==> config.mk <==
export PLATFORM = sky130hd
export DESIGN_NAME = gpio_out_port
export DESIGN_NICKNAME = d
export VERILOG_FILES = /design/src/rtl/gpio_out_pkg.sv /design/src/rtl/gpio_rst_sync.sv /design/src/rtl/gpio_reg_decode.sv /design/src/rtl/gpio_latch_bank.sv /design/src/rtl/gpio_readback.sv /design/src/rtl/gpio_out_port.sv
export SDC_FILE = /design/constraint.sdc
export NUM_CORES = 1
export LEC_CHECK = 0
export ABC_AREA = 1
export BUFFER_PORTS_ARGS = -buffer_cell sky130_fd_sc_hd__buf_2
export CORE_ASPECT_RATIO = 1.2
export CORE_UTILIZATION = 49
export DETAILED_ROUTE_END_ITERATION = 10
export PLACE_DENSITY = 0.77
export SYNTH_ARGS = -nofsm -noshare
export SYNTH_HDL_FRONTEND = slang
export SYNTH_HIERARCHICAL = 1
export SYNTH_SLANG_ARGS = --single-unit
==> constraint.sdc <==
create_clock -name clk -period 1.96 [get_ports clk]
set_input_delay 0.294 -clock clk [delete_from_list [all_inputs] [get_ports clk]]
set_output_delay 0.294 -clock clk [all_outputs]
set_load 0.01 [all_outputs]
==> src/rtl/gpio_out_pkg.sv <==
package gpio_out_pkg;
  // register slot indices; byte offset of slot i is 4*i
  localparam int REG_DATA = 0;
  localparam int REG_DIR  = 1;
  localparam int REG_SET  = 2;
  localparam int REG_CLR  = 3;
  localparam int REG_TGL  = 4;
  localparam int NUM_REGS = 5;
  localparam int SLOT_BYTES = 4;
endpackage

==> src/rtl/gpio_rst_sync.sv <==
module gpio_rst_sync #(
  parameter int STAGES = 2
) (
  input  logic clk,
  input  logic rst_n_async,
  output logic rst_n_sync
);
  logic [STAGES-1:0] chain_q;

  always_ff @(posedge clk or negedge rst_n_async) begin
    if (!rst_n_async) chain_q <= '0;
    else              chain_q <= {chain_q[STAGES-2:0], 1'b1};
  end

  assign rst_n_sync = chain_q[STAGES-1];
endmodule

==> src/rtl/gpio_reg_decode.sv <==
module gpio_reg_decode
  import gpio_out_pkg::*;
#(
  parameter int AW = 5
) (
  input  logic                clk,
  input  logic                rst_n,
  input  logic [AW-1:0]       addr,
  input  logic                wr,
  output logic [NUM_REGS-1:0] hit,
  output logic [NUM_REGS-1:0] wr_hit
);
  genvar gi;
  generate
    for (gi = 0; gi < NUM_REGS; gi++) begin : g_slot
      localparam logic [AW-1:0] SLOT_ADDR = AW'(gi * SLOT_BYTES);
      assign hit[gi]    = (addr == SLOT_ADDR);
      assign wr_hit[gi] = hit[gi] & wr;
    end
  endgenerate

  AST_ONE_TARGET: assert property (@(posedge clk) disable iff (!rst_n)
    $onehot0(wr_hit));
endmodule

==> src/rtl/gpio_latch_bank.sv <==
module gpio_latch_bank
  import gpio_out_pkg::*;
#(
  parameter int NPINS = 32
) (
  input  logic                clk,
  input  logic                rst_n,
  input  logic [NUM_REGS-1:0] wr_hit,
  input  logic [NPINS-1:0]    wdata,
  output logic [NPINS-1:0]    latch_q,
  output logic [NPINS-1:0]    dir_q
);
  logic [NPINS-1:0] latch_d;
  logic [NPINS-1:0] dir_d;
  logic             latch_en;
  logic             dir_en;

  assign latch_en = wr_hit[REG_DATA] | wr_hit[REG_SET] |
                    wr_hit[REG_CLR]  | wr_hit[REG_TGL];
  assign dir_en   = wr_hit[REG_DIR];

  always_comb begin
    latch_d = latch_q;
    if (wr_hit[REG_DATA]) latch_d = wdata;
    if (wr_hit[REG_SET])  latch_d = latch_q | wdata;
    if (wr_hit[REG_CLR])  latch_d = latch_q & ~wdata;
    if (wr_hit[REG_TGL])  latch_d = latch_q ^ wdata;
    dir_d = wdata;
  end

  always_ff @(posedge clk or negedge rst_n) begin
    if (!rst_n)        latch_q <= '0;
    else if (latch_en) latch_q <= latch_d;
  end

  always_ff @(posedge clk or negedge rst_n) begin
    if (!rst_n)      dir_q <= '0;
    else if (dir_en) dir_q <= dir_d;
  end

  AST_DATA_LOAD: assert property (@(posedge clk) disable iff (!rst_n)
    wr_hit[REG_DATA] |=> (latch_q == $past(wdata)));
  AST_DIR_LOAD: assert property (@(posedge clk) disable iff (!rst_n)
    wr_hit[REG_DIR] |=> (dir_q == $past(wdata)));
  AST_SET_BITS: assert property (@(posedge clk) disable iff (!rst_n)
    wr_hit[REG_SET] |=> (((latch_q & $past(wdata)) == $past(wdata)) &&
                         ((latch_q & ~$past(wdata)) == ($past(latch_q) & ~$past(wdata)))));
  AST_CLR_BITS: assert property (@(posedge clk) disable iff (!rst_n)
    wr_hit[REG_CLR] |=> (((latch_q & $past(wdata)) == '0) &&
                         ((latch_q & ~$past(wdata)) == ($past(latch_q) & ~$past(wdata)))));
  AST_TGL_BITS: assert property (@(posedge clk) disable iff (!rst_n)
    wr_hit[REG_TGL] |=> (latch_q == ($past(latch_q) ^ $past(wdata))));
  AST_LATCH_HOLD: assert property (@(posedge clk) disable iff (!rst_n)
    !(wr_hit[REG_DATA] | wr_hit[REG_SET] | wr_hit[REG_CLR] | wr_hit[REG_TGL])
      |=> $stable(latch_q));
  AST_DIR_HOLD: assert property (@(posedge clk) disable iff (!rst_n)
    !wr_hit[REG_DIR] |=> $stable(dir_q));
endmodule

==> src/rtl/gpio_readback.sv <==
module gpio_readback #(
  parameter int NPINS = 32
) (
  input  logic             sel_data,
  input  logic             sel_dir,
  input  logic [NPINS-1:0] latch_q,
  input  logic [NPINS-1:0] dir_q,
  output logic [NPINS-1:0] rdata
);
  always_comb begin
    rdata = '0;
    if (sel_data) rdata = latch_q;
    if (sel_dir)  rdata = dir_q;
  end
endmodule

==> src/rtl/gpio_out_port.sv <==
module gpio_out_port
  import gpio_out_pkg::*;
#(
  parameter int NPINS = 32,
  parameter int AW    = 5
) (
  input  logic             clk,
  input  logic             rst_n,
  input  logic [AW-1:0]    bus_addr,
  input  logic             bus_wr,
  input  logic [NPINS-1:0] bus_wdata,
  output logic [NPINS-1:0] bus_rdata,
  output logic [NPINS-1:0] pin_out,
  output logic [NPINS-1:0] pin_oe
);
  logic                rst_n_int;
  logic [NUM_REGS-1:0] hit;
  logic [NUM_REGS-1:0] wr_hit;
  logic [NPINS-1:0]    latch_q;
  logic [NPINS-1:0]    dir_q;

  gpio_rst_sync #(.STAGES(2)) u_rst (
    .clk        (clk),
    .rst_n_async(rst_n),
    .rst_n_sync (rst_n_int)
  );

  gpio_reg_decode #(.AW(AW)) u_dec (
    .clk   (clk),
    .rst_n (rst_n_int),
    .addr  (bus_addr),
    .wr    (bus_wr),
    .hit   (hit),
    .wr_hit(wr_hit)
  );

  gpio_latch_bank #(.NPINS(NPINS)) u_bank (
    .clk    (clk),
    .rst_n  (rst_n_int),
    .wr_hit (wr_hit),
    .wdata  (bus_wdata),
    .latch_q(latch_q),
    .dir_q  (dir_q)
  );

  gpio_readback #(.NPINS(NPINS)) u_rd (
    .sel_data(hit[REG_DATA]),
    .sel_dir (hit[REG_DIR]),
    .latch_q (latch_q),
    .dir_q   (dir_q),
    .rdata   (bus_rdata)
  );

  // direction gating of the pad drive
  assign pin_oe  = dir_q;
  assign pin_out = latch_q & dir_q;

  AST_ALIAS_READ_ZERO: assert property (@(posedge clk) disable iff (!rst_n_int)
    ((bus_addr == AW'(8)) || (bus_addr == AW'(12)) || (bus_addr == AW'(16)))
      |-> (bus_rdata == '0));
  AST_UNDRIVEN_LOW: assert property (@(posedge clk) disable iff (!rst_n_int)
    ((pin_out & ~pin_oe) == '0));
  AST_OE_FOLLOWS_DIR: assert property (@(posedge clk) disable iff (!rst_n_int)
    (bus_wr && bus_addr == AW'(4)) |=> (pin_oe == $past(bus_wdata)));
  AST_RESET_IDLE: assert property (@(posedge clk)
    !rst_n_int |-> (pin_oe == '0 && pin_out == '0));
endmodule

* After elaboration in Yosys (flattened, before gate mapping)
Cells that the tools add are included.
** Cells by class
- Equal/unequal tests :: 4
- Muxes and demuxes :: 6
- Bitwise logic cells :: 13
- Reduce and logical (&&, ||, !) cells :: 3
** Operators by type and width (number)
- $mux W32 :: 6
- $and A32 B32 Y32 :: 2
- $not A32 Y32 :: 1
- $or A32 B32 Y32 :: 1
- $xor A32 B32 Y32 :: 1
- $eq A5 B4 Y1 const B :: 2
- $and A1 B1 Y1 :: 5
- $eq A5 B3 Y1 const B :: 1
- $eq A5 B5 Y1 const B :: 1
- $logic_not A5 Y1 :: 1
- $reduce_bool A4 Y1 :: 1
- $or A1 B1 Y1 :: 3
- $reduce_and A2 Y1 :: 1
** Storage, ports and cells
- Register bits :: 66
- Input bits :: 40
- Output and inout port bits :: 96

* Longest topological paths before layout
- Depth in word-level cells :: 6
- Mapped depth :: 11
- Gate-level depth less buffers :: 9

* Cells and area by module
The synthesis kept the hierarchy.
** By module, submodules not included
- gpio_latch_bank :: instances 1, cells each 621, area an instance 4652.0 sq um, seq. area each 1601.5 sq um
- gpio_readback :: instances 1, cells each 107, area an instance 556.8 sq um, seq. area each 0.0 sq um
- gpio_out_port :: instances 1, cells each 64, area an instance 240.2 sq um, seq. area each 0.0 sq um
- gpio_reg_decode :: instances 1, cells each 22, area an instance 98.8 sq um, seq. area each 0.0 sq um
- gpio_rst_sync :: instances 1, cells each 3, area an instance 53.8 sq um, seq. area each 50.0 sq um

* Worst setup path before layout
Ideal clock, no wire load.
- Path kind :: input to register
- From :: input bus_addr[4]
- To :: register u_bank.latch_q[2]
- Arrival :: 1200 ps
- Data required time :: 1843 ps
- Setup slack :: 643 ps
- Cell stages on the path :: 10
- Buffers on the path :: 2
- Cell sequence :: nor2_1 nand3_1 nor2_1 buf_6 buf_2 nand2_1 nand3_1 nand2_1 nand2_1 nand2_1
** On the way
- Longest elaborated chain between the ends :: 6
- Elaborated cells on any way between the ends :: 16
- Those cells by class :: eq/ne: 3; mux: 3; bitwise: 7; reduce/logical: 3
** Ends and longest elaborated chain
- start, declared :: line gpio_out_port.sv:9 : input logic [AW-1:0] bus_addr,
- $eq A5 B4 Y1 (*) :: line gpio_reg_decode.sv:17 : assign hit[gi] = (addr == SLOT_ADDR);
- $and A1 B1 Y1 (*) :: line gpio_reg_decode.sv:18 : assign wr_hit[gi] = hit[gi] & wr;
- via wr_hit[2] :: line gpio_out_port.sv:18 : logic [NUM_REGS-1:0] wr_hit;
- $or A1 B1 Y1 (2 in a row) :: line gpio_latch_bank.sv:18 : assign latch_en = wr_hit[REG_DATA] | wr_hit[REG_SET] |
- $or A1 B1 Y1 :: line gpio_latch_bank.sv:19 : wr_hit[REG_CLR] | wr_hit[REG_TGL];
- $reduce_and A2 Y1 (no source line)
- end signal, assigned :: line gpio_latch_bank.sv:33 : else if (latch_en) latch_q <= latch_d;
- end, declared :: line gpio_latch_bank.sv:10 : output logic [NPINS-1:0] latch_q,
The timed path passes the listed nets; every way through them passes the cells marked *.
A chain may end at the register's enable or synchronous reset.

* Worst setup path after layout
- From :: input bus_addr[1]
- To :: output bus_rdata[29]
** On the way
- Elaborated cells on any way between the ends :: 4
- Those cells by class :: eq/ne: 1; mux: 2; reduce/logical: 1
** RTL lines
- $eq A5 B3 Y1 :: line gpio_reg_decode.sv:17
- via hit[1] :: line gpio_out_port.sv:17 : logic [NUM_REGS-1:0] hit;
- $mux W32 :: line gpio_readback.sv:13 : if (sel_dir) rdata = dir_q;
- end, declared :: line gpio_out_port.sv:12 : output logic [NPINS-1:0] bus_rdata,
The timed path passes the listed nets, and every way through them passes these cells.

==> out/metrics.yaml <==
status: "finished clean"
final_cell_mix: "nand2_1, buf_2, inv_1"
p_leak_nw: 4.092
avgViaCountPerCell: 4.945
hold_viol: 0
cp_data_arrival_time_ps: 1520
worstReg2RegEnd: "u_bank/latch_q[2]"
clkTransAtPathRegs_ps: 60
clockBufferDepth: 2
grt_max_degree: 65
skew_ps: 5.123
syn_area_um2: 5590
grt_pass1_vias: 4818
first_iter_violations: 239
final_common_cell: "nand2_1"
worstReg2RegStart: "u_bank/latch_q[2]"
cts_setup_buffers: 0
final_layout_size_suffix_gt1_share_pct: 20.43
worstSetupPathType: "in -> out"
post_drt_wl_per_cell_um: 12.54
overflow: 0
place_congestion: 0.7744
dpl.cell_count: 1072
crit_path_start: "bus_addr[1]"
crit_path_end: "bus_rdata[29]"
final.period_utilization_pct: 92.73
die_x_um: 99.51
std_cell_rows: 42
finalCoreUtilization_pct: 59.10
clkSinkCount: 66
design.portCount: 136
cap_violations: 0
syn_nets: 918
path_max_fanout: 32
vdd_drop_max_mv: 0.3945
slowest_stage: "inv_1"
pwr-share-clk_pct: 30.1
slew_headroom_pct: 44.84
htree_levels: 3
portBuffers: 135
critPathMaxStageDelay_ps: 270
grt_use_total_pct: 23.56
rsz0062_at_grt: "false"
p_comb_share_pct: 28.0
crit_required_ps: 1670
start_util_pct: 50.42
core-area_um2: 11090
final_cell_count_no_fill: 1090
vias: 5390
drt-total-wl_um: 13670
syn_inst: 814
drt_pass1_iterations: 5
post-dp-hpwl_um: 9045
worstRegToRegCells: 6
clockRootBuffer: "clkbuf_16"
power_density_nw_per_um2: 781.2
setup_tns_ps: 0
setup.worst_path.start_class: "primary input"
nets: 1034
fmax_mhz: 550.2
p_int_w: 0.003294
reg2reg_slack_ps: 680
drc: 0
antenna_found_initial: 0
die_y_um: 119.0
dieArea_um2: 11840
fin_crit_ps: 1817
synth_warnings: 6
areaGrowthSynthToFinish_pct: 17.21
setup_viol: 0
tightestPinTransition_ps: 827.4
crit_chain: "buf_2 > nor2_4 > nand3_1 > inv_1 > inv_6 > nand3_1 > nand2_1 > buf_2"
avgSynthCellArea_um2: 6.868
cts_buffers: 9
drv_slew: 0
clock_latency_ps: 340
hp-class: "reg -> async"
pwr-share-seq_pct: 41.9
grt_pass1_wl_um: 22310
switchingPower_w: 0.001825
p_sw_share_pct: 35.65
ant_nets: 0
cts_tree: "yes"
cp-end-kind: "output pin"
-- power groups by stage --
| stage | registers [W] | clock network, W | logic [W] |
|---|---|---|---|
| 2_1_floorplan | 0.00215 | 0 | 0.000879 |
| 3_3_place_gp | 0.00216 | 0 | 0.00139 |
| 3_5_place_dp | 0.00216 | 0 | 0.00144 |
| 4_1_cts | 0.00215 | 0.00156 | 0.00145 |
| 5_1_grt | 0.00221 | 0.00162 | 0.00166 |
| 6_report | 0.00215 | 0.00154 | 0.00143 |
-- routing by layer --
metal  global-route usage, %  wire [um]  up-vias
met3                   4.343        657       10
met2                   41.10       6702      138
met4                   6.710        174        0
li1                        -          -     2768
met1                   29.50       6140     2474
met5                       0          0        -
-- how the worst min path moves through the flow --
| stage | start | end | slack [ps] |
|---|---|---|---|
| floorplan | rst_n | u_rst/chain_q[0] | -2 |
| global placement | rst_n | u_rst/chain_q[0] | 80 |
| detailed placement | rst_n | u_rst/chain_q[0] | 80 |
| CTS | u_rst/chain_q[1] | u_bank/latch_q[24] | 250 |
| global route | rst_n | u_rst/chain_q[0] | 260 |
| finish | u_rst/chain_q[1] | u_bank/dir_q[25] | 230 |
-- final cells by class --
type	instances	area (um2)
antenna	1	2.502
clock buffer	14	274.0
clock inverter	2	10.01
fill	1051	4536
inverter	105	399.1
multi-input combinational	593	3156
sequential	66	1653
tap	154	192.7
timing repair buffer	155	865.8
-- per-stage QoR --
stage	power (W)	worst slack, ps	instance area, um2	hold WS, ps
global placement	0.003551	99.45	6254	81.98
floorplan	0.003029	654.9	5592	-1.591
global route	0.005496	25.79	6550	263.2
CTS	0.005159	93.48	6548	247.0
detailed placement	0.003598	95.80	6254	83.53
finish	0.005119	142.5	6553	230.6
-- registers in the layout, indices dropped and copies added, names as in the netlist --
| register | count |
|---|---|
| u_bank/dir_q | 32 |
| u_bank/latch_q | 32 |
| u_rst/chain_q | 2 |
-- what timing repair did --
action | in CTS | in global routing
endpoints found under the setup margin | 0 | 5
gates resized for setup | 0 | 1
hold buffers | 1 | 0
endpoints found under the hold margin | 2 | 0
-- critical path, delay by kind of cell --
kind / cells / cell delay [ps]
simple gates: 4 / 500
buf+inv: 4 / 710
(Power assumes the default switching activity.)
